### src/rtl/pswallow_pkg.sv
package pswallow_pkg;

    // Three-flop prescaler state: s2 is the prescaler output.
    typedef struct packed {
        logic s1;
        logic s2;
        logic s3;
    } pre_state_t;

    // Phase right after a period boundary.
    localparam pre_state_t PRE_START = '{s1: 1'b0, s2: 1'b0, s3: 1'b1};

endpackage

### src/rtl/pswallow_prescaler.sv
module pswallow_prescaler
    import pswallow_pkg::*;
(
    input  logic clk,
    input  logic rst_n,
    input  logic mode5,
    output logic f4,
    output logic tick
);
    pre_state_t st_q, st_d;

    always_comb begin
        st_d    = st_q;
        st_d.s1 = ~(st_q.s2 & st_q.s3);
        st_d.s2 = st_q.s1;
        // Third flop forced high in divide-by-4, follows s2 in divide-by-5.
        st_d.s3 = st_q.s2 | ~mode5;
        if (!rst_n) st_d = PRE_START;
    end

    always_ff @(posedge clk) st_q <= st_d;

    // Last phase of a period: next edge always lands on PRE_START.
    assign tick = ~st_q.s1 & st_q.s2 & st_q.s3;
    assign f4   = st_q.s2;

    assert_tick_f4_fall_R2: assert property (@(posedge clk) disable iff (!rst_n)
        tick |=> (!f4 && !tick));

    // a period that started in divide-by-5 dips s3 low before the boundary.
    assert_mode5_phase_R3: assert property (@(posedge clk) disable iff (!rst_n)
        (!st_q.s2 && !st_q.s3) |-> $past(mode5));

endmodule

### src/rtl/pswallow_ripple.sv
module pswallow_ripple #(
    parameter int STAGES = 6
) (
    input  logic              clk,
    input  logic              rst_n,
    input  logic              tick,
    output logic [STAGES-1:0] taps,
    output logic [STAGES-1:0] taps_next
);
    logic [STAGES-1:0] tgl_q, tgl_d;
    logic [STAGES:0]   carry;

    assign carry[0] = tick;

    // Each stage toggles when the stage before it falls.
    for (genvar k = 0; k < STAGES; k++) begin : g_stage
        assign carry[k+1] = carry[k] & tgl_q[k];
        assign tgl_d[k]   = rst_n ? (tgl_q[k] ^ carry[k]) : 1'b0;
    end

    always_ff @(posedge clk) tgl_q <= tgl_d;

    assign taps      = tgl_q;
    assign taps_next = tgl_d;

    assert_taps_hold_R9: assert property (@(posedge clk) disable iff (!rst_n)
        !tick |=> $stable(taps));

endmodule

### src/rtl/pswallow_modctl.sv
module pswallow_modctl #(
    parameter int RATIO_W = 4,
    parameter int STAGES  = 6
) (
    input  logic               clk,
    input  logic               rst_n,
    input  logic               tick,
    input  logic [STAGES-1:0]  cnt_next,
    input  logic [RATIO_W-1:0] ratio_in,
    output logic               mode5
);
    localparam logic [STAGES-1:0] HALF_V = STAGES'(1) << (STAGES - 1);
    localparam int                HI_W   = STAGES - RATIO_W;

    typedef struct packed {
        logic [RATIO_W-1:0] ratio;
        logic               mc;
    } ctl_t;

    ctl_t s_q, s_d;

    // Window i covers 2^i slots: all bits above i set, bit i clear.
    function automatic logic slot_hit(input logic [RATIO_W-1:0] low,
                                      input logic [RATIO_W-1:0] r);
        logic hit;
        logic ones;
        hit = 1'b0;
        for (int i = 0; i < RATIO_W; i++) begin
            ones = 1'b1;
            for (int j = i + 1; j < RATIO_W; j++) ones = ones & low[j];
            if (ones && !low[i] && r[i]) hit = 1'b1;
        end
        return hit;
    endfunction

    logic quarter;
    assign quarter = (cnt_next[STAGES-1:RATIO_W] == HI_W'(0));

    always_comb begin
        s_d = s_q;
        if (tick) begin
            s_d.mc = quarter & slot_hit(cnt_next[RATIO_W-1:0], s_q.ratio);
            if (cnt_next == HALF_V) s_d.ratio = ratio_in;
        end
        if (!rst_n) s_d = '0;
    end

    always_ff @(posedge clk) s_q <= s_d;

    assign mode5 = s_q.mc;

    assert_mc_stable_R4: assert property (@(posedge clk) disable iff (!rst_n)
        !tick |=> $stable(mode5));

    assert_mc_zero_R5: assert property (@(posedge clk) disable iff (!rst_n)
        (tick && s_q.ratio == '0) |=> !mode5);

    assert_ratio_hold_R7: assert property (@(posedge clk) disable iff (!rst_n)
        !tick |=> $stable(s_q.ratio));

endmodule

### src/rtl/pswallow_div.sv
module pswallow_div #(
    parameter int RATIO_W = 4,
    parameter int STAGES  = 6
) (
    input  logic               clk_in,
    input  logic               rst_n,
    input  logic [RATIO_W-1:0] ratio_sel,
    output logic               div_out,
    output logic               f4_out,
    output logic [STAGES-1:0]  tap_out,
    output logic               mod_ctl_out
);
    logic              tick;
    logic              mode5;
    logic [STAGES-1:0] taps;
    logic [STAGES-1:0] taps_next;

    pswallow_prescaler u_pre (
        .clk   (clk_in),
        .rst_n (rst_n),
        .mode5 (mode5),
        .f4    (f4_out),
        .tick  (tick)
    );

    pswallow_ripple #(.STAGES(STAGES)) u_chain (
        .clk       (clk_in),
        .rst_n     (rst_n),
        .tick      (tick),
        .taps      (taps),
        .taps_next (taps_next)
    );

    pswallow_modctl #(.RATIO_W(RATIO_W), .STAGES(STAGES)) u_ctl (
        .clk      (clk_in),
        .rst_n    (rst_n),
        .tick     (tick),
        .cnt_next (taps_next),
        .ratio_in (ratio_sel),
        .mode5    (mode5)
    );

    assign tap_out     = taps;
    assign div_out     = taps[STAGES-1];
    assign mod_ctl_out = mode5;

    // divided clock only rises on a prescaler-period boundary.
    assert_out_on_tick_R1: assert property (@(posedge clk_in) disable iff (!rst_n)
        $rose(div_out) |-> $past(tick));

endmodule

### config.mk
export PLATFORM = sky130hd
export DESIGN_NAME = pswallow_div
export DESIGN_NICKNAME = d
export VERILOG_FILES = /design/src/rtl/pswallow_pkg.sv /design/src/rtl/pswallow_prescaler.sv /design/src/rtl/pswallow_ripple.sv /design/src/rtl/pswallow_modctl.sv /design/src/rtl/pswallow_div.sv
export SDC_FILE = /design/constraint.sdc
export NUM_CORES = 1
export LEC_CHECK = 0
export BUFFER_PORTS_ARGS = -buffer_cell sky130_fd_sc_hd__buf_2
export CORE_AREA = 3 3 49 51
export CTS_CLUSTER_DIAMETER = 100
export DETAILED_ROUTE_END_ITERATION = 8
export DIE_AREA = 0 0 52 54
export PLACE_DENSITY_LB_ADDON = 0.25
export SLEW_MARGIN = 20
export SYNTH_ARGS = -nofsm -noshare
export SYNTH_HDL_FRONTEND = slang
export SYNTH_SLANG_ARGS = --single-unit
### constraint.sdc
create_clock -name clk_in -period 7.6 [get_ports clk_in]
set_input_delay 0.76 -clock clk_in [delete_from_list [all_inputs] [get_ports clk_in]]
set_output_delay 0.76 -clock clk_in [all_outputs]
set_load 0.01 [all_outputs]
* Yosys cells after proc, flatten, opt, wreduce, memory -nomap -nowiden
Cells that the tools add are included.
** Cells by class
- Equal/unequal tests :: 1
- Muxes and demuxes :: 11
- Bitwise operators :: 22
- Reductions and logical operators :: 13
** Operator list (number)
- 1-bit bitwise AND :: 12
- 1-bit two-way mux :: 11
- 1-bit logical AND :: 7
- 6-bit equality test, second input constant :: 1
- 1-bit bitwise XOR :: 6
- 1-bit zero test :: 4
- 1-bit inverter :: 3
- 2-bit zero test :: 1
- 2-bit AND reduction :: 1
- 1-bit OR :: 1
** Word-level totals
- Bits in registers :: 14
- Logic and storage cells :: 53

* Depth between registers and ports, before layout
Gate-level depths: netlist of the first run.
- Depth after elaboration :: 17
- Gate-level depth with buffers :: 11
- Gate-level depth less buffers :: 11

* Cells and area by module
A second synthesis of the first run with hierarchy kept.
** Unflattened totals
- Cell total of the unflattened synthesis :: 51
- Area, all modules :: 574.3 µm²
** Modules (own cells, without submodules)
- pswallow_modctl :: instances 1, cells an instance 25, area an instance 244.0 µm², sequential area each 100.1 µm²
- pswallow_ripple :: instances 1, cells an instance 18, area an instance 229.0 µm², sequential area each 120.1 µm²
- pswallow_prescaler :: instances 1, cells an instance 7, area an instance 93.8 µm², sequential area each 60.1 µm²
- pswallow_div :: instances 1, cells an instance 1, area an instance 7.5 µm², sequential area each 0.0 µm²

* Worst setup path after synthesis of the first run
No wires, ideal clock.
- Path type :: flip-flop to flip-flop
- Start point :: register u_pre.st_q (netlist bit u_pre.f4)
- End point :: register u_ctl.s_q[1] (netlist bit)
- Setup time :: 0.134 ns
- Data arrival time :: 2.324 ns
- Required time :: 7.466 ns
- Setup slack :: 5.142 ns
- Stages on the path, launching flop included :: 10
- Buffers on the path :: 0
- Clock period less this slack :: 2.458 ns
- Cell sequence :: dfxtp_1 nand3b_1 inv_1 ha_1 ha_1 ha_1 ha_1 or4_4 nor4b_4 o21ai_0
** Between the ends
- Longest elaborated chain between the ends :: 11
- Elaborated cells on any way between the ends :: 21
** RTL lines
- from (decl) :: RTL line pswallow_prescaler.sv:10 : pre_state_t st_q, st_d;
- from (signal assigned) :: RTL line pswallow_prescaler.sv:21 : always_ff @(posedge clk) st_q <= st_d;
- 1-bit bitwise AND (*) (2 in series) :: RTL line pswallow_prescaler.sv:24 : assign tick = ~st_q.s1 & st_q.s2 & st_q.s3;
- via tick :: RTL line pswallow_div.sv:13 : logic tick;
- 1-bit bitwise AND (5 in series) :: RTL line pswallow_ripple.sv:17 : assign carry[k+1] = carry[k] & tgl_q[k];
- 1-bit bitwise XOR :: RTL line pswallow_ripple.sv:18 : assign tgl_d[k] = rst_n ? (tgl_q[k] ^ carry[k]) : 1'b0;
- 1-bit two-way mux :: RTL line pswallow_ripple.sv:18
- 6-bit equality test :: RTL line pswallow_modctl.sv:43 : if (cnt_next == HALF_V) s_d.ratio = ratio_in;
- 2-bit AND reduction (no source line) (*)
- to (signal assigned) :: RTL line pswallow_modctl.sv:48 : always_ff @(posedge clk) s_q <= s_d;
- to (decl) :: RTL line pswallow_modctl.sv:20 : ctl_t s_q, s_d;
The timed path passes the listed nets; every way through them passes the cells marked *.
A chain may end at the register's enable or synchronous reset.

* Worst setup path after layout of the first run
- Start point :: register u_pre.st_q[2] (netlist bit)
- End point :: register u_ctl.s_q[3] (netlist bit)
** Between the ends
- Longest elaborated chain between the ends :: 12
- Elaborated cells on any way between the ends :: 22
** RTL lines (RTL line)
- 1-bit inverter (*) :: pswallow_prescaler.sv:24
- 1-bit bitwise AND (*) (2 in series) :: pswallow_prescaler.sv:24
- via tick :: pswallow_div.sv:13
- 1-bit bitwise AND (5 in series) :: pswallow_ripple.sv:17
- 1-bit bitwise XOR :: pswallow_ripple.sv:18
- 1-bit two-way mux :: pswallow_ripple.sv:18
- 6-bit equality test :: pswallow_modctl.sv:43
- 2-bit AND reduction (no source line) (*)
Marked as above.

==> out/metrics.cfg, run 1 <==
[final_layout]
drive_above_1_share_pct=30.1
fill_cells=213
n_antenna_cell=0
final_nets=85
fin_cells=100
area_growth_pct=21.4

[sta]
finalCriticalPeriod_ps=2610
finalHoldViolations=0
finalSetupTns_ps=0
finalCritPeriodShare_pct=34.3
rsz0062_at_grt=no
setup_violations=0
fin_worst_skew_ps=1.42
tightestPinTransition_ps=388
fmaxAchievable_mhz=384
relSlewSlack_pct=74.0
maxSlewViolCount=0
hold_slack_ps=436
final.setup.worst_slack_ps=4990

[clock_tree]
cts_root_buf=clkbuf_4
clock_sinks=14
cts_buffers=3
cts_resized=0
clkTransAtPathRegs_ps=80
holdBufCountCts=0
clkLatencyLatePin_ps=280
cts_tree=built
post-cts-setup-buffers=0
cts_htree_levels=1
cts_buffer_depth=2

[floorplan]
die_h_um=54
initial_utilization_pct=29.5
num_rows=16
die_x_um=52
die_area_mm2=0.00281
core_area_mm2=0.00198
io_pins=15

[global_routing]
grtUsageMet1_pct=9.72
use_met2_pct=12.8
gr-usage-all-layers_pct=8.53
top_usage_layer=met2
antenna_found_initial=0
met3_usage_pct=1.66
overflow=0
grt_pass1_vias=398
grt_pass1_wl_um=1650
grt_max_degree=17

[synth]
netlist.area_leader.share_pct=48.0
synth_common_cells=dfxtp_1 (14), nand2_1 (8), and2_1 (6)
synth_most_common_cell=dfxtp_1
syn-instance-count=57
avgSynthCellArea_um2=10.3
yosys_most_used_dff=dfxtp_1
ys_types=19
synth_async_sr_flop_share_pct=0
synth_warnings=0
synth_top_area_cell=dfxtp_1
synth_edf_count=0
syn_nets=68
yosysSeqAreaShare_pct=48.0
syn_area_um2=584
synthTopCellsByArea=dfxtp_1 (48%), ha_1 (11%), and2_1 (6.4%)
synth-seq-cells=14

[drt]
drt_iter0_markers=10
vias=429
wire_per_inst_um=9.75
drt_wl_total_um=975
firstDrtPassIters=4
drt-vias-per-instance=4.29
drc=0
postRouteAntennaNets=0

[pwr]
pwr-share-seq_pct=54.9
p_sw_share_pct=21.2
peakVddDrop_uv=64.0
p_total_mw=0.137
power.leakage_nw=0.341
p_sw_mw=0.0290
p_comb_share_pct=5.9
p_int_mw=0.108
p_per_area_mw_per_mm2=192
clkPwrFrac_pct=39.2

[critical_path]
crit_family=simple AND/OR/NAND/NOR gates
critical_path.max_stage_delay_ps=500
cp_common_cell=ha_1
cp.required_ps=7760
cp_slowest_cell=or4_4
startpoint_type=register
critPathBufInv=1
crit_type=reg -> reg
crit_chain=nand3b_1 > inv_1 > ha_1 > ha_1 > ha_1 > ha_1 > or4_4 > nor4b_4 > o21ai_0
arrival_ps=2770
crit_path_max_fanout=8
worstSetupEndpointType=register

[outcome]
status=finished, final reports clean

[place]
placed_cells=96
io_buffer_count=14
place_congestion=0.685
post-place-ws_ps=4960
hpwl_um=759

[hold_path]
hold_class=reg -> reg

[flow_run]
cap_violations=0

[cell type report]
class | instances | area, um2 | share of cell area, %
multi-input cells | 40 | 285 | 40.2
flip-flops and latches | 14 | 280 | 39.5
repair buffers | 14 | 70.1 | 9.88
clock buffers | 4 | 36.3 | 5.11
well taps | 27 | 33.8 | 4.76
inverters | 1 | 3.75 | 0.529
[kinds of logic after synthesis]
family	after synthesis	synth area share (%)
simple gates	27	28.9
buf+inv	3	3.21
xor+xnor	1	1.50
fa+ha+maj	5	10.7
compound gates	7	7.71
flops	14	48.0
[power groups by stage]
stage | Sequential [mW] | Combinational [mW] | Clock (mW)
2_1_floorplan | 0.0771 | 0.00489 | 0
3_3_place_gp | 0.0767 | 0.00807 | 0
3_5_place_dp | 0.0768 | 0.00814 | 0
4_1_cts | 0.0750 | 0.00819 | 0.0561
5_1_grt | 0.0752 | 0.00901 | 0.0589
6_report | 0.0750 | 0.00802 | 0.0535
[metrics by stage]
step | util, % | cell area [um2]
2_1_floorplan | - | 584
3_3_place_gp | 34.0 | 673
3_5_place_dp | 34.0 | 673
4_1_cts | 35.8 | 709
5_1_grt | 35.8 | 709
6_report | 35.8 | 709
[path summary, 6_finish.rpt]
check / start / to / slack, ps / depth (start not counted)
hold / removal: u_ctl.mode5$_SDFFE_PN0P_ / u_pre.st_q[0]$_SDFF_PN1_ / 440 / 1
setup reg to reg: u_pre.st_q[2]$_SDFF_PN0_ / u_ctl.s_q[3]$_SDFFE_PN0P_ / 4990 / 9
setup / recovery: u_pre.st_q[2]$_SDFF_PN0_ / u_ctl.s_q[3]$_SDFFE_PN0P_ / 4990 / 9
hold reg to reg: u_ctl.mode5$_SDFFE_PN0P_ / u_pre.st_q[0]$_SDFF_PN1_ / 440 / 1
[metal layers]
layer,wire [um],share of wire [%],vias to the layer above
li1,-,-,228
met1,443,45,184
met2,448,46,14
met3,49,5.0,3
met4,34,3.5,0
met5,0,0,-
[state kept, by name (all words and copies together), names as in the netlist]
name and cells:
u_pre.st_q 2, u_ctl.mode5 1, u_ctl.s_q 4, u_pre.f4 1, u_chain.taps 6
[layout by cell type, fill, tap and decap left out, drive strengths merged]
master / synthesis / layout
nor2: 2 / 2
and2: 7 / 7
nand2b: 2 / 2
inv: 1 / 1
xor2: 1 / 1
nand3: 2 / 2
o21ai: 4 / 4
nor4b: 1 / 1
clkbuf: 0 / 4
a21boi: 1 / 1
or3: 1 / 1
nand2: 8 / 8
dfxtp: 14 / 14
a211o: 1 / 1
ha: 5 / 5
or4: 1 / 1
buf: 2 / 14
nand3b: 3 / 3
a31o: 1 / 1
Power figures use the tool's default switching activity.
==> run 2: changes to the inputs <==
Clock period 7.6 ns to 2.6 ns, I/O delays scaled along.
==> run 2 against run 1 <==
Compared with the run above: clock skew grew 0.67 ps; via count rose by 2.1%; critical path depth increased by 2; utilization increased by 1.5 points; combinational power rose to 3.0 times the previous value; clock-buffer cell count stayed put; maximum frequency grew 8.2%; highest routed layer unchanged; sequential power rose to 2.9 times the previous value; first-iteration DRC count decreased by 70%; global-route usage fell by 0.10 points; non-clock buffer count grew 2; flip-flop and latch count stayed put.
==> out/metrics.cfg, run 2 (synthesis results as in run 1) <==
[outcome]
status=finished, final reports clean

[drt]
vias=438  ; +2.1%
firstDrtPassIters=3  ; -1
drt_iter0_markers=3  ; -7
drt_wl_total_um=979  ; +0.41%
postRouteAntennaNets=0  ; unchanged
drc=0  ; unchanged
wire_per_inst_um=9.60  ; -1.6%
drt-vias-per-instance=4.29  ; about the same

[global_routing]
gr-usage-all-layers_pct=8.43  ; -0.10 points
grt_max_degree=17  ; unchanged
grt_pass1_wl_um=1730  ; +5.0%
grt_pass1_vias=408  ; +2.5%
antenna_found_initial=0  ; unchanged
overflow=0  ; unchanged

[clock_tree]
cts_tree=built
holdBufCountCts=0  ; unchanged
cts_htree_levels=1  ; unchanged
clkLatencyLatePin_ps=270  ; about the same
cts_buffers=3  ; unchanged
clock_sinks=14  ; unchanged
cts_buffer_depth=2  ; unchanged
clkTransAtPathRegs_ps=80  ; about the same
cts_root_buf=clkbuf_4

[floorplan]
core_area_mm2=0.00198  ; unchanged
die_area_mm2=0.00281  ; unchanged
initial_utilization_pct=29.5  ; unchanged
die_h_um=54  ; unchanged
die_x_um=52  ; unchanged
io_pins=15  ; unchanged
num_rows=16  ; unchanged

[sta]
relSlewSlack_pct=84.4  ; +10 points
fmaxAchievable_mhz=415  ; +8.2%
finalHoldViolations=0  ; unchanged
finalCritPeriodShare_pct=92.6  ; +58 points
finalSetupTns_ps=0  ; unchanged
tightestPinTransition_ps=234  ; -154 ps
finalCriticalPeriod_ps=2410  ; -197 ps
final.setup.worst_slack_ps=191  ; -4800 ps
setup_violations=0  ; unchanged
maxSlewViolCount=0  ; unchanged
fin_worst_skew_ps=2.10  ; +0.672 ps
rsz0062_at_grt=no

[place]
hpwl_um=775  ; +2.2%
post-place-ws_ps=43.0  ; -4920 ps
place_congestion=0.701  ; +2.3%
io_buffer_count=14  ; unchanged

[final_layout]
final_nets=87  ; +2.4%
area_growth_pct=26.6
drive_above_1_share_pct=34.7  ; +4.5 points
n_antenna_cell=0  ; unchanged
largest_register_ffs=6  ; unchanged
layout_common_cells=buf_2 (14), dfxtp_1 (14), nand2_1 (8), and2_1 (6), o21ai_0 (4)

[critical_path]
startpoint_type=register
r2r_start=u_pre.st_q[2]$_SDFF_PN0_
cp-startpoint=u_pre.st_q[2]$_SDFF_PN0_
worstSetupEndpointType=register
arrival_ps=2610  ; -160 ps
crit_type=reg -> reg
crit_path_max_fanout=8  ; unchanged
cp.required_ps=2810  ; -4950 ps

[pwr]
p_per_area_mw_per_mm2=535  ; +180%
power.leakage_nw=0.344  ; +1.0%
peakVddDrop_uv=196  ; +210%

[hold_path]
hold_class=in -> reg
holdCritStartpoint=ratio_sel[3]

[flow_run]
cap_violations=0  ; unchanged

-- run 2: cell count changes in the layout (fill, tap and decap cells not counted) --
cell / change
buf_4: +2
ha_1: -2
ha_4: +1
ha_2: +1
-- run 2: path summary, 6_finish.rpt --
check / to / slack (ps) / cells after the start
hold / removal: u_ctl.s_q[4]$_SDFFE_PN0P_ / 180 / 3
hold reg to reg: u_pre.st_q[0]$_SDFF_PN1_ / 430 / 1
setup reg to reg: u_ctl.s_q[3]$_SDFFE_PN0P_ / 190 / 11
setup / recovery: u_ctl.s_q[3]$_SDFFE_PN0P_ / 190 / 11
-- run 2: layout make-up --
| type | count | area [um2] |
|---|---|---|
| multi-input combinational | 40 | 300 |
| clock buffer | 4 | 36.3 |
| sequential | 14 | 280 |
| tap | 27 | 33.8 |
| inverter | 1 | 3.75 |
| timing repair buffer | 16 | 85.1 |
| fill | 204 | 1240 |
-- run 2: where the power goes --
group          switching (mW)  leakage (nW)  internal [mW]
Clock                  0.0670        0.0210         0.0851
Sequential            0.00190         0.113          0.218
Combinational          0.0114         0.210         0.0124
Total                  0.0803         0.344          0.315
-- run 2: critical path: stages, from the launching register on --
cell and delay [ps]:
dfxtp_1 330, nand3b_1 120, inv_1 50, ha_1 170
ha_1 180, ha_2 180, ha_4 220, or4_4 490
nor4b_4 280, buf_4 190, nand3_1 80, o21ai_0 70
-- run 2: what timing repair did --
item	4_1_cts	5_1_grt
gates resized for setup	0	2
setup endpoints to repair	0	4
setup buffers	0	1
-- run 2: through the flow --
step	hold WS [ps]	area [um2]	power, mW	cells	utilization (%)
6_report	178	739	0.395	102	37.3
5_1_grt	176	739	0.416	102	37.3
4_1_cts	164	717	0.404	101	36.2
3_5_place_dp	418	681	0.249	97	34.3
3_3_place_gp	418	681	0.249	97	34.3
2_1_floorplan	369	584	0.240	57	-
-- run 2: routing by layer --
metal | vias to the layer above | global-route usage [%] | share of wire [%]
met5 | - | 0 | 0
met4 | 0 | 7.86 | 0.82
met3 | 2 | 0.831 | 4.8
met2 | 9 | 12.8 | 50
met1 | 196 | 10.4 | 44
li1 | 231 | - | -
==> run 3: changes to the inputs <==
Settings changed: CORE_AREA 3 3 49 51 to 3 3 40 42, DIE_AREA 0 0 52 54 to 0 0 43 45, TNS_END_PERCENT set to 30.
==> run 3 against run 2 <==
Compared with the run above: combinational power hardly changed; design area fell by 4.2%; register-to-register slack worse by 40 ps; die area fell by 31%; sequential power about the same; via count down 2.3%; maximum frequency down 1.5%; critical endpoint unchanged; largest power group unchanged; highest routed layer unchanged.
==> out/metrics.cfg, run 3 (synthesis results as in run 1) <==
[drt]
vias=428  ; -2.3%
postRouteAntennaNets=0  ; unchanged
drt-vias-per-instance=4.81  ; +12%
firstDrtPassIters=4  ; +1
drt_wl_total_um=974  ; -0.51%
drc=0  ; unchanged
drt_iter0_markers=3  ; unchanged
wire_per_inst_um=10.9  ; +14%

[sta]
fmaxAchievable_mhz=409  ; -1.5%
tightestPinTransition_ps=243  ; +9.74 ps
relSlewSlack_pct=83.8  ; -0.65 points
setup_violations=0  ; unchanged
finalHoldViolations=0  ; unchanged
hold_slack_ps=188  ; +10.6 ps
fin_worst_skew_ps=10.5  ; +8.43 ps
finalCritPeriodShare_pct=94.1  ; +1.4 points
final.setup.worst_slack_ps=154  ; -37.6 ps
maxSlewViolCount=0  ; unchanged
finalSetupTns_ps=0  ; unchanged
finalCriticalPeriod_ps=2450  ; +37.6 ps

[clock_tree]
cts_tree=built
clock_sinks=14  ; unchanged
cts_htree_levels=1  ; unchanged
cts_buffers=3  ; unchanged
cts_root_buf=clkbuf_4
clkLatencyLatePin_ps=280  ; about the same
clkTransAtPathRegs_ps=70  ; about the same
cts_buffer_depth=2  ; unchanged

[final_layout]
final_nets=87  ; unchanged
area_growth_pct=21.2
drive_above_1_share_pct=32.4  ; -2.2 points
n_antenna_cell=0  ; unchanged
layout_common_cells=buf_2 (14), dfxtp_1 (14), nand2_1 (8), and2_1 (6)
post-route-util_pct=55.1  ; +18 points
largest_register_ffs=6  ; unchanged
design_area_um2=708  ; -4.2%

[critical_path]
critPathBufInv=2  ; unchanged
worstSetupEndpointType=register
crit_type=reg -> reg
crit_path_max_fanout=8  ; unchanged
cp_common_cell=ha_1
cp.required_ps=2800  ; about the same
cp_slowest_cell=or4_4
crit_family=simple AND/OR/NAND/NOR gates
arrival_ps=2650  ; +40 ps
crit_chain=nand3b_1 > inv_1 > ha_1 > ha_1 > ha_1 > ha_4 > or4_4 > nor4b_4 > buf_4 > nand3_1 > o21ai_0
critical_path.max_stage_delay_ps=490  ; about the same
startpoint_type=register

[floorplan]
initial_utilization_pct=45.5  ; +16 points
die_x_um=43  ; -17%
die_area_mm2=0.00194  ; -31%
num_rows=13  ; -3
core_area_mm2=0.00128  ; -35%
io_pins=15  ; unchanged
die_h_um=45  ; -17%

[outcome]
status=finished, final reports clean

[global_routing]
antenna_found_initial=0  ; unchanged
overflow=0  ; unchanged
gr-usage-all-layers_pct=11.6  ; +3.2 points
grt_pass1_wl_um=1610  ; -6.8%
grt_pass1_vias=368  ; -9.8%
grt_max_degree=17  ; unchanged

[place]
hpwl_um=722  ; -6.9%
place_congestion=0.676  ; -3.5%
postPlaceCellArea_um2=666  ; -2.2%
post-place-ws_ps=44.2  ; +1.19 ps
io_buffer_count=14  ; unchanged

[hold_path]
hold_class=in -> reg

[pwr]
p_per_area_mw_per_mm2=509  ; -4.8%
peakVddDrop_uv=415  ; +110%
power.leakage_nw=0.340  ; -1.2%

[flow_run]
cap_violations=0  ; unchanged

-- run 3: power by group --
group	switching, mW	internal [mW]
logic	0.0117	0.0125
clock network	0.0634	0.0536
registers	0.00173	0.218
total	0.0768	0.284
-- run 3: through the flow --
stage          power, mW  cells
2_1_floorplan      0.240     57
3_3_place_gp       0.249     85
3_5_place_dp       0.249     85
4_1_cts            0.366     88
5_1_grt            0.380     89
6_report           0.360     89
-- run 3: per-layer routing --
metal / wire [um] / part of all wire [%] / GRT usage (%) / up-vias
li1: - / - / - / 228
met1: 452 / 46 / 13.9 / 186
met2: 442 / 45 / 17.4 / 12
met3: 66 / 6.8 / 7.17 / 2
met4: 12 / 1.2 / 3.61 / 0
met5: 0 / 0 / 0 / -
-- run 3: repair_timing --
item                                    in CTS  in global routing
endpoints found under the setup margin       0                  4
resized for setup                            0                  1
hold buffers                                 0                  0
buffers inserted                             0                  1
-- run 3: path summary, 6_finish.rpt --
| kind | startpoint | end | slack [ps] | cells past startpoint |
|---|---|---|---|---|
| max | u_pre.st_q[2]$_SDFF_PN0_ | u_ctl.s_q[3]$_SDFFE_PN0P_ | 150 | 11 |
| min | ratio_sel[1] | u_ctl.s_q[2]$_SDFFE_PN0P_ | 190 | 3 |
| min reg2reg | u_pre.st_q[0]$_SDFF_PN1_ | u_pre.st_q[2]$_SDFF_PN0_ | 450 | 1 |
| max reg2reg | u_pre.st_q[2]$_SDFF_PN0_ | u_ctl.s_q[3]$_SDFFE_PN0P_ | 150 | 11 |
-- run 3: layout make-up --
| cell class | count | area [um2] |
|---|---|---|
| Clock buffer | 3 | 22.5 |
| Tap cell | 15 | 18.8 |
| Timing Repair Buffer | 16 | 85.1 |
| Multi-Input combinational cell | 40 | 298 |
| Sequential cell | 14 | 280 |
| Fill cell | 121 | 577 |
| Inverter | 1 | 3.75 |
-- run 3: tightest hold or removal path: cells and delay by family --
family	cells	cell delay, ps
buffers and inverters	1	70
AOI/OAI and AO/OA	1	60
and+or+nand+nor	1	30
